### config.mk
export PLATFORM = sky130hd
export DESIGN_NAME = frac_clk_div
export DESIGN_NICKNAME = d
export VERILOG_FILES = /design/src/rtl/frac_clk_div_pkg.sv /design/src/rtl/fdiv_cfg_hold.sv /design/src/rtl/fdiv_half_stage.sv /design/src/rtl/fdiv_mn_stage.sv /design/src/rtl/frac_clk_div.sv
export SDC_FILE = /design/constraint.sdc
export NUM_CORES = 1
export LEC_CHECK = 0
export ABC_AREA = 1
export BUFFER_PORTS_ARGS = -buffer_cell sky130_fd_sc_hd__clkbuf_2
export CORE_MARGIN = 3
export CORE_UTILIZATION = 60
export CTS_BUF_LIST = sky130_fd_sc_hd__clkbuf_8
export CTS_CLUSTER_DIAMETER = 60
export DETAILED_ROUTE_END_ITERATION = 10
export PLACE_DENSITY = 0.89
export SYNTH_ARGS = -nofsm -noshare
export SYNTH_HDL_FRONTEND = slang
export SYNTH_SLANG_ARGS = --single-unit
### constraint.sdc
create_clock -name clk -period 6.4 [get_ports clk]
set_input_delay 1.28 -clock clk [delete_from_list [all_inputs] [get_ports clk]]
set_output_delay 1.28 -clock clk [all_outputs]
set_load 0.03 [all_outputs]
### src/rtl/frac_clk_div_pkg.sv
// Package: shared encodings for the fractional clock-enable divider.
// Assumes: the mode field is two bits wide, and any non-zero value enables M/N.
package frac_clk_div_pkg;

    typedef enum logic [1:0] {
        MODE_BYPASS = 2'd0,
        MODE_SPARE1 = 2'd1,
        MODE_DUAL   = 2'd2,
        MODE_SPARE3 = 2'd3
    } mn_mode_e;

    // Returns whether the fractional stage counts in this mode.
    function automatic logic mode_active(input logic [1:0] mode);
        return mode != MODE_BYPASS;
    endfunction

endpackage

### src/rtl/fdiv_cfg_hold.sv
// Module: holds the active configuration and takes up a captured update only at a boundary.
// Assumes: boundary is the first-stage pulse, so a change never lands mid-period.
module fdiv_cfg_hold #(
    parameter int DIV_W = 5,
    parameter int MN_W  = 8
) (
    input  logic             clk,
    input  logic             rst_n,
    input  logic             upd,
    input  logic [DIV_W-1:0] in_div,
    input  logic [1:0]       in_mode,
    input  logic [MN_W-1:0]  in_m,
    input  logic [MN_W-1:0]  in_n,
    input  logic [MN_W-1:0]  in_d,
    input  logic             boundary,
    output logic             load,
    output logic [DIV_W-1:0] act_div,
    output logic [1:0]       act_mode,
    output logic [MN_W-1:0]  act_m,
    output logic [MN_W-1:0]  act_n,
    output logic [MN_W-1:0]  act_d
);

    logic             pend;
    logic [DIV_W-1:0] sh_div;
    logic [1:0]       sh_mode;
    logic [MN_W-1:0]  sh_m, sh_n, sh_d;

    assign load = pend && boundary;

    // Captures fields on the strobe and copies them to the active set at a boundary.
    always_ff @(posedge clk) begin
        if (!rst_n) begin
            pend     <= 1'b0;
            sh_div   <= '0;
            sh_mode  <= '0;
            sh_m     <= '0;
            sh_n     <= '0;
            sh_d     <= '0;
            act_div  <= '0;
            act_mode <= '0;
            act_m    <= '0;
            act_n    <= '0;
            act_d    <= '0;
        end else begin
            if (load) begin
                act_div  <= sh_div;
                act_mode <= sh_mode;
                act_m    <= sh_m;
                act_n    <= sh_n;
                act_d    <= sh_d;
                pend     <= upd;
            end else if (upd) begin
                pend <= 1'b1;
            end
            if (upd) begin
                sh_div  <= in_div;
                sh_mode <= in_mode;
                sh_m    <= in_m;
                sh_n    <= in_n;
                sh_d    <= in_d;
            end
        end
    end

    // the active ratio changes only in the cycle after a boundary.
    p_cfg_at_boundary_r7: assert property (@(posedge clk) disable iff (!rst_n)
        (act_div != $past(act_div)) |-> $past(boundary));

    // the active M changes only in the cycle after a boundary.
    p_m_at_boundary_r7: assert property (@(posedge clk) disable iff (!rst_n)
        (act_m != $past(act_m)) |-> $past(boundary));

endmodule

### src/rtl/fdiv_half_stage.sv
// Module: first stage, divides by (div+1)/2 using a half-cycle phase accumulator.
// Assumes: the accumulator is cleared whenever a new ratio is loaded.
module fdiv_half_stage #(
    parameter int DIV_W = 5
) (
    input  logic             clk,
    input  logic             rst_n,
    input  logic [DIV_W-1:0] div,
    input  logic             load,
    output logic             tick
);

    localparam int AW = DIV_W + 1;

    logic [AW-1:0] acc, acc_add, lim;

    assign acc_add = acc + AW'(2);
    assign lim     = {1'b0, div} + AW'(1);
    assign tick    = (div == '0) || (acc_add >= lim);

    // Adds two half-cycles per source cycle and subtracts the period on each pulse.
    always_ff @(posedge clk) begin
        if (!rst_n || load || div == '0) begin
            acc <= '0;
        end else if (tick) begin
            acc <= acc_add - lim;
        end else begin
            acc <= acc_add;
        end
    end

    // the phase never reaches the period length.
    p_phase_bound_r2: assert property (@(posedge clk) disable iff (!rst_n)
        acc <= {1'b0, div});

    // for ratios of two or more, pulses are never back to back.
    p_no_adjacent_r3: assert property (@(posedge clk) disable iff (!rst_n)
        (tick && div >= DIV_W'(3) && !load) |=> !tick);

endmodule

### src/rtl/fdiv_mn_stage.sv
// Module: fractional stage, passes M of every N input pulses and makes a duty level.
// Assumes: when active, the decoded N is at least 1, and the duty field is the complement of N.
module fdiv_mn_stage #(
    parameter int MN_W = 8
) (
    input  logic            clk,
    input  logic            rst_n,
    input  logic            step,
    input  logic            load,
    input  logic [1:0]      mode,
    input  logic [MN_W-1:0] m,
    input  logic [MN_W-1:0] n_enc,
    input  logic [MN_W-1:0] d_enc,
    output logic            en,
    output logic            lvl
);

    import frac_clk_div_pkg::*;

    localparam int AW = MN_W + 2;

    logic          active, wrap;
    logic [AW-1:0] macc, sum, n_mod, d_half;

    assign active = mode_active(mode);
    assign n_mod  = {2'b00, ~n_enc} + {2'b00, m};
    assign d_half = {2'b00, ~d_enc} >> 1;
    assign sum    = macc + {2'b00, m};
    assign wrap   = sum >= n_mod;
    assign en     = step && (!active || wrap);
    assign lvl    = active && (macc < d_half);

    // Adds M on each input pulse and takes the result modulo N.
    always_ff @(posedge clk) begin
        if (!rst_n || load || !active) begin
            macc <= '0;
        end else if (step) begin
            macc <= wrap ? (sum - n_mod) : sum;
        end
    end

    // while counting, the phase stays below the modulus.
    p_phase_below_n_r4: assert property (@(posedge clk) disable iff (!rst_n)
        (active && n_mod != '0) |-> (macc < n_mod));

    // with M of zero and a non-zero modulus, no pulse passes.
    p_m_zero_silent_r8: assert property (@(posedge clk) disable iff (!rst_n)
        (active && m == '0 && n_mod != '0) |-> !en);

    // in bypass mode the level stays low.
    p_bypass_low_r5: assert property (@(posedge clk) disable iff (!rst_n)
        !active |-> !lvl);

endmodule

### src/rtl/frac_clk_div.sv
// Module: top of the fractional clock-enable divider: config hold, half-integer stage, M/N stage.
// Assumes: single source clock; all outputs are combinational from registered state.
module frac_clk_div #(
    parameter int DIV_W = 5,
    parameter int MN_W  = 8
) (
    input  logic             clk,
    input  logic             rst_n,
    input  logic             cfg_update,
    input  logic [DIV_W-1:0] cfg_div,
    input  logic [1:0]       cfg_mode,
    input  logic [MN_W-1:0]  cfg_m,
    input  logic [MN_W-1:0]  cfg_n,
    input  logic [MN_W-1:0]  cfg_d,
    output logic             div_tick,
    output logic             clk_en,
    output logic             clk_lvl
);

    logic             load;
    logic [DIV_W-1:0] a_div;
    logic [1:0]       a_mode;
    logic [MN_W-1:0]  a_m, a_n, a_d;

    fdiv_cfg_hold #(.DIV_W(DIV_W), .MN_W(MN_W)) u_hold (
        .clk(clk), .rst_n(rst_n), .upd(cfg_update),
        .in_div(cfg_div), .in_mode(cfg_mode), .in_m(cfg_m), .in_n(cfg_n), .in_d(cfg_d),
        .boundary(div_tick), .load(load),
        .act_div(a_div), .act_mode(a_mode), .act_m(a_m), .act_n(a_n), .act_d(a_d)
    );

    fdiv_half_stage #(.DIV_W(DIV_W)) u_half (
        .clk(clk), .rst_n(rst_n), .div(a_div), .load(load), .tick(div_tick)
    );

    fdiv_mn_stage #(.MN_W(MN_W)) u_mn (
        .clk(clk), .rst_n(rst_n), .step(div_tick), .load(load), .mode(a_mode),
        .m(a_m), .n_enc(a_n), .d_enc(a_d), .en(clk_en), .lvl(clk_lvl)
    );

    // a final pulse only falls on a first-stage pulse.
    p_en_on_tick_r4: assert property (@(posedge clk) disable iff (!rst_n)
        clk_en |-> div_tick);

endmodule

==> results of run 1 <==
## kinds of logic after synthesis
family,Yosys count,synth area share (%)
simple gates,300,27.48
compound gates,124,14.14
flops,77,33.69
fa+ha+maj,44,12.69
buf+inv,81,7.219
xor+xnor,25,4.785
## critical path, cell delays in order, from the launching register on
cell,delay (ns)
dfxtp_1,0.39
ha_1,0.19
inv_1,0.06
fa_1,0.39
o21ai_0,0.32
a21oi_1,0.14
o21bai_1,0.21
nand2_1,0.09
nand2_1,0.07
a21oi_1,0.09
ha_1,0.39
nand3_1,0.12
nor2_1,0.06
nand2_1,0.05
nand2_1,0.05
a21oi_1,0.11
buf_4,0.22
nand2_1,0.15
o21ai_0,0.21
inv_1,0.05
clkbuf_2,0.18
## state kept, by name (all words and copies together), names as in the netlist
signal,flops
u_hold.sh_div,5
u_hold.sh_mode,2
u_hold.sh_m,8
u_hold.sh_n,8
u_half.acc,6
u_hold.act_div,5
u_hold.act_mode,2
u_hold.sh_d,7
u_hold.act_n,8
u_mn.macc,10
u_hold.act_m,8
u_hold.pend,1
u_hold.act_d,7
## per-stage QoR
step / utilization, % / setup slack, ns / power [W] / hold WS, ns / cell area [µm²]
finish: 67.59 / 1.247 / 0.002910 / 0.4650 / 4955
global route: 67.59 / 1.013 / 0.003182 / 0.4814 / 4955
CTS: 67.59 / 1.300 / 0.002896 / 0.4659 / 4955
detailed placement: 65.03 / 1.695 / 0.002528 / 0.4542 / 4767
global placement: 65.03 / 1.815 / 0.002453 / 0.4456 / 4767
floorplan: - / 2.152 / 0.002124 / 0.4331 / 4576
## metal layers
layer | global-route usage [%] | up-vias
li1 | - | 2191
met1 | 33.72 | 1917
met2 | 41.51 | 119
met3 | 3.781 | 33
met4 | 9.646 | 0
met5 | 0 | -
## cells in the mapped netlist
master,n
clkbuf_1,16
o21bai_1,3
o21a_1,1
xor2_1,18
or2_2,1
nand2_4,1
a31oi_1,1
nand3_1,37
nand4_1,18
xnor2_1,7
buf_4,1
nor3b_1,1
or2_0,2
or3_1,1
a21o_1,1
nor2_2,1
o211ai_1,3
nand2_1,93
nor2_1,142
buf_2,5
a21boi_0,2
nor3_1,2
buf_6,2
nand3_4,1
a21oi_1,43
o21ai_0,70
fa_1,4
ha_1,40
inv_1,56
clkinv_2,1
dfxtp_1,77
## cells in the final DEF, fill, tap and decap left out, types with 7 or more instances in the layout
cell type / instances
clkbuf_8: 10
xor2_1: 18
ha_1: 40
nand4_1: 18
clkbuf_2: 35
inv_1: 56
xnor2_1: 7
o21ai_0: 70
nand3_1: 37
nor2_1: 142
a21oi_1: 43
nand2_1: 93
dfxtp_1: 77
## report_power, final
group	internal [W]	switching, W
sequential	0.000583	0.0000866
clock	0.000158	0.000197
combinational	0.000671	0.00121
## final cells by class
class,count,area [µm²],share of cell area (%)
Sequential cell,77,1541,31.11
Clock inverter,6,50.05,1.010
Timing Repair Buffer,36,182.7,3.687
Inverter,57,215.2,4.343
Tap cell,99,123.9,2.500
Multi-Input combinational cell,493,2704,54.57
Clock buffer,10,137.6,2.778
## worst max-delay path by stage
| stage | startpoint | to | slack, ns | depth (start not counted) |
|---|---|---|---|---|
| after floorplan | u_hold.act_m[0] | clk_en | 2.15 | 16 |
| after global placement | u_hold.act_m[0] | clk_en | 1.82 | 20 |
| after detailed placement | u_hold.act_m[0] | clk_en | 1.69 | 20 |
| after CTS | u_hold.act_m[0] | clk_en | 1.30 | 20 |
| after global routing | u_hold.act_m[1] | clk_en | 1.01 | 17 |
| final | u_hold.act_m[0] | clk_en | 1.25 | 20 |
==> results.cfg, run 1 <==
[global_route]
grt-ovfl-total = 0
grt_pass1_vias = 4121
antenna_found_initial = 0
grt_start_max_net_pins = 70
grt_use_total_pct = 25.36
grt_pass1_wl_um = 18020

[timing]
max-slew-margin-rel_pct = 32.10
rsz0062_at_grt = false
setup_tns_ns = 0
fmax_ghz = 0.1941
setup_viol = 0
slew_violations = 0
worstMarginPinSlew_ns = 1.019
finClkSkew_ns = 0.01390
fin_crit_ns = 5.153
fin_crit_sh_pct = 80.51
final_hold_viol_count = 0

[logic_synthesis]
ys_ff_latch = 77
ys_types = 31
netlist.area_leader.share_pct = 33.69
synth_area_um2 = 4576
synthTopCellsByArea = dfxtp_1, nor2_1, ha_1
syn_nets = 729
syn_avg_cell_area_um2 = 7.029
synth_largest_area_cell = dfxtp_1
yosys_warnings = 0
yosysSeqAreaShare_pct = 33.69
synthCells = 651

[route]
drtIter0Drc = 306
dr.pass1.iters = 5
routed_via_density = 5.476
top_layer = met4
route.detailed.drc = 0
wl_per_cell_um = 13.52
wl_met2_um = 4929
wl_um = 10520
ant_nets = 0
vias = 4260
wl_met3_um = 487
met1Wirelength_um = 4830

[clock_tree]
ctsResizeCount = 0
cts_made_buffers = 9
ctsLongestPathBuffers = 2
clk-insertion-delay-late_ns = 0.35
path_clk_slew_ns = 0.08
cts_root_buf = clkbuf_8
cts.sink_count = 77
htree_levels = 3
ctsHoldBuffers = 0
cts_tree = done
cts_setup_buffers = 0

[die]
pin_count = 37
initial_core_util_pct = 62.42
die_area_um2 = 8710
die_y_um = 93.33
coreArea_um2 = 7331
placementRows = 31
die_x_um = 93.33

[layout]
fin_nets = 752
fillers = 601
syn2layout_area_growth_pct = 8.285
diodes = 0
layout.cells.non_filler = 778
drive_gt1_share_pct = 8.395

[run]
max-cap-violations = 0

[pwr]
p_leak_nw = 2.397
powerDensity_nw_per_um2 = 587.4
irDropWorstVdd_mv = 0.2864

[setup_path]
critPathArrivalTime_ns = 3.87
worstSetupPathType = reg -> out
cp.required_ns = 5.12
startpoint_type = register
r2r_start = u_hold.act_m[0]
worst_r2r_path_depth = 21
rrSetupSlack_ns = 2.89
critPathMaxFanout = 16
cp-end-kind = output pin
r2r_end = u_mn.macc[4]

[min_path]
whs_path_depth = 2
hold_end = u_hold.act_n[6]
min_from = u_hold.act_n[6]
hold_class = reg -> reg

[placement]
gp_congestion = 0.9528
dp_hpwl_um = 7794
dpl.cell_count = 762
io_buffers = 35

[run_status]
status = completed
Power figures use the tool's default switching activity.
==> run 2, diff against run 1 <==
--- a/config.mk
+++ b/config.mk
@@ -8,11 +8,11 @@
 export ABC_AREA = 1
 export BUFFER_PORTS_ARGS = -buffer_cell sky130_fd_sc_hd__clkbuf_2
 export CORE_MARGIN = 3
-export CORE_UTILIZATION = 60
+export CORE_UTILIZATION = 56
 export CTS_BUF_LIST = sky130_fd_sc_hd__clkbuf_8
 export CTS_CLUSTER_DIAMETER = 60
 export DETAILED_ROUTE_END_ITERATION = 10
-export PLACE_DENSITY = 0.89
+export PLACE_DENSITY = 0.87
 export SYNTH_ARGS = -nofsm -noshare
 export SYNTH_HDL_FRONTEND = slang
 export SYNTH_SLANG_ARGS = --single-unit
==> constraint.sdc (replaced) <==
create_clock -name clk -period 4.25 [get_ports clk]
set_input_delay 0.85 -clock clk [delete_from_list [all_inputs] [get_ports clk]]
set_output_delay 0.85 -clock clk [all_outputs]
set_load 0.03 [all_outputs]
==> results.cfg, run 2 (synthesized netlist as in run 1, its figures left out) <==
[layout]
seqCellArea_um2 = 1550
syn2layout_area_growth_pct = 11.65
diodes = 0
drive_gt1_share_pct = 12.10
layout_commonest_cell = nor2_1
fillers = 695
largest_reg_flops = 10
layout_common_cells = nor2_1, nand2_1, dfxtp_1, o21ai_0, inv_1
fin_nets = 759
multi_input_area_um2 = 2771
final_cell_area_um2 = 5109
fin_util_pct = 65.10
layout.cells.non_filler = 788
regMostFlops = u_mn.macc

[clock_tree]
path_clk_slew_ns = 0.08
cts.sink_count = 77
clk-insertion-delay-late_ns = 0.37
htree_levels = 3
cts_tree = done
ctsHoldBuffers = 0
ctsLongestPathBuffers = 2
cts_made_buffers = 9
cts_root_buf = clkbuf_8

[global_route]
antenna_found_initial = 0
grt-ovfl-total = 0
grt_pass1_vias = 3958
grt_use_total_pct = 23.87
grt_start_max_net_pins = 70
grt_pass1_wl_um = 17370

[placement]
dpl.cell_count = 766
placed_area_um2 = 4778
gp_congestion = 0.9239
io_buffers = 35
dp_hpwl_um = 7663

[timing]
hold_slack_ns = 0.4664
fin_crit_ns = 4.085
fmax_ghz = 0.2448
fin_crit_sh_pct = 96.13
slew_violations = 0
setup_viol = 0
finClkSkew_ns = 0.01148
worstMarginPinSlew_ns = 0.9929
setup_tns_ns = 0
max-slew-margin-rel_pct = 33.81
final_hold_viol_count = 0

[setup_path]
r2r_start = u_half.acc[1]
startpoint_type = register
cpMaxStageDelayCell = fa_2
cp_num_buf_inv = 5
worstSetupPathType = reg -> out
critPathMaxFanout = 2
crit_path_max_incr_delay_ns = 0.39
cpMostUsedCell = nand2_1
worst_r2r_path_depth = 11
crit_chain = inv_2, ha_4, inv_2, fa_2, o21ai_2, a21oi_2, o21bai_2, xnor2_2, ha_1, nand2_1, inv_1, a21oi_1, nand2_1, a21oi_2, nand2_1, o21ai_1, inv_1, buf_6
cp-end-kind = output pin
r2r_end = u_hold.act_d[4]
critPathArrivalTime_ns = 3.24
rrSetupSlack_ns = 1.01
path_delay_family = compound AO/OA/AOI/OAI gates
cp.required_ns = 3.40

[route]
wl_um = 10470
drtIter0Drc = 237
route.detailed.drc = 0
wl_per_cell_um = 13.29
ant_nets = 0
dr.pass1.iters = 5
vias = 4270
routed_via_density = 5.419

[pwr]
p_leak_nw = 2.459
irDropWorstVdd_mv = 0.3848
powerDensity_nw_per_um2 = 911.4

[min_path]
min_from = u_hold.act_n[7]
hold_class = reg -> reg
hold_end = u_hold.act_n[7]
whs_path_depth = 2

[die]
initial_core_util_pct = 58.31
die_x_um = 96.39
pin_count = 37
coreArea_um2 = 7848
die_y_um = 96.39
placementRows = 32
die_area_um2 = 9291

[run_status]
status = completed

[run]
max-cap-violations = 0
==> run 2: timing repair <==
action / in CTS / in global routing
pin swaps: 3 / 9
resized for setup: 5 / 22
setup endpoints to repair: 1 / 1
buffers inserted: 3 / 4
==> run 2: area by class of cell <==
class	count	share of cell area, %
inverters	57	4.213
clock inverters	7	1.543
clock buffers	9	2.425
repair buffers	43	4.727
well taps	102	2.498
flip-flops and latches	77	30.35
multi-input cells	493	54.25
==> run 2: worst max-delay path by stage <==
stage | start | end | slack (ns) | depth (start not counted)
2_1_floorplan | u_hold.act_m[0] | clk_en | 0.43 | 16
3_3_place_gp | u_hold.act_m[0] | clk_en | 0.26 | 17
3_5_place_dp | u_hold.act_m[0] | clk_en | 0.14 | 17
4_1_cts | u_hold.act_m[0] | clk_en | 0.03 | 17
5_1_grt | u_mn.macc[2] | clk_en | -0.02 | 17
6_report | u_hold.act_n[0] | clk_en | 0.16 | 18
==> run 2: power breakdown <==
part           switching, W  internal (W)  total, W  leakage (nW)
combinational       0.00190       0.00117   0.00307          1.72
sequential         0.000133      0.000883   0.00102         0.637
clock              0.000295      0.000279  0.000575         0.105
total               0.00233       0.00233   0.00466          2.46
==> run 2: routing by layer <==
metal | wire [µm] | GRT usage, % | up-vias
met3 | 529 | 4.493 | 14
met4 | 211 | 9.930 | 0
met1 | 4717 | 30.52 | 1937
met2 | 5013 | 39.51 | 125
li1 | - | - | 2194
met5 | 0 | 0 | -
==> run 2: tightest hold or removal path, delay by kind of cell (launching register included) <==
kind                   cells  cell delay [ns]
AO/OA/AOI/OAI              1             0.06
buffers and inverters      1             0.06
flip-flops                 1             0.30
==> run 2: stage by stage <==
| stage | setup WS, ns | power, W |
|---|---|---|
| after global placement | 0.2618 | 0.003699 |
| after floorplan | 0.4315 | 0.003199 |
| final | 0.1646 | 0.004656 |
| after global routing | -0.02341 | 0.005090 |
| after CTS | 0.03453 | 0.004470 |
| after detailed placement | 0.1364 | 0.003805 |
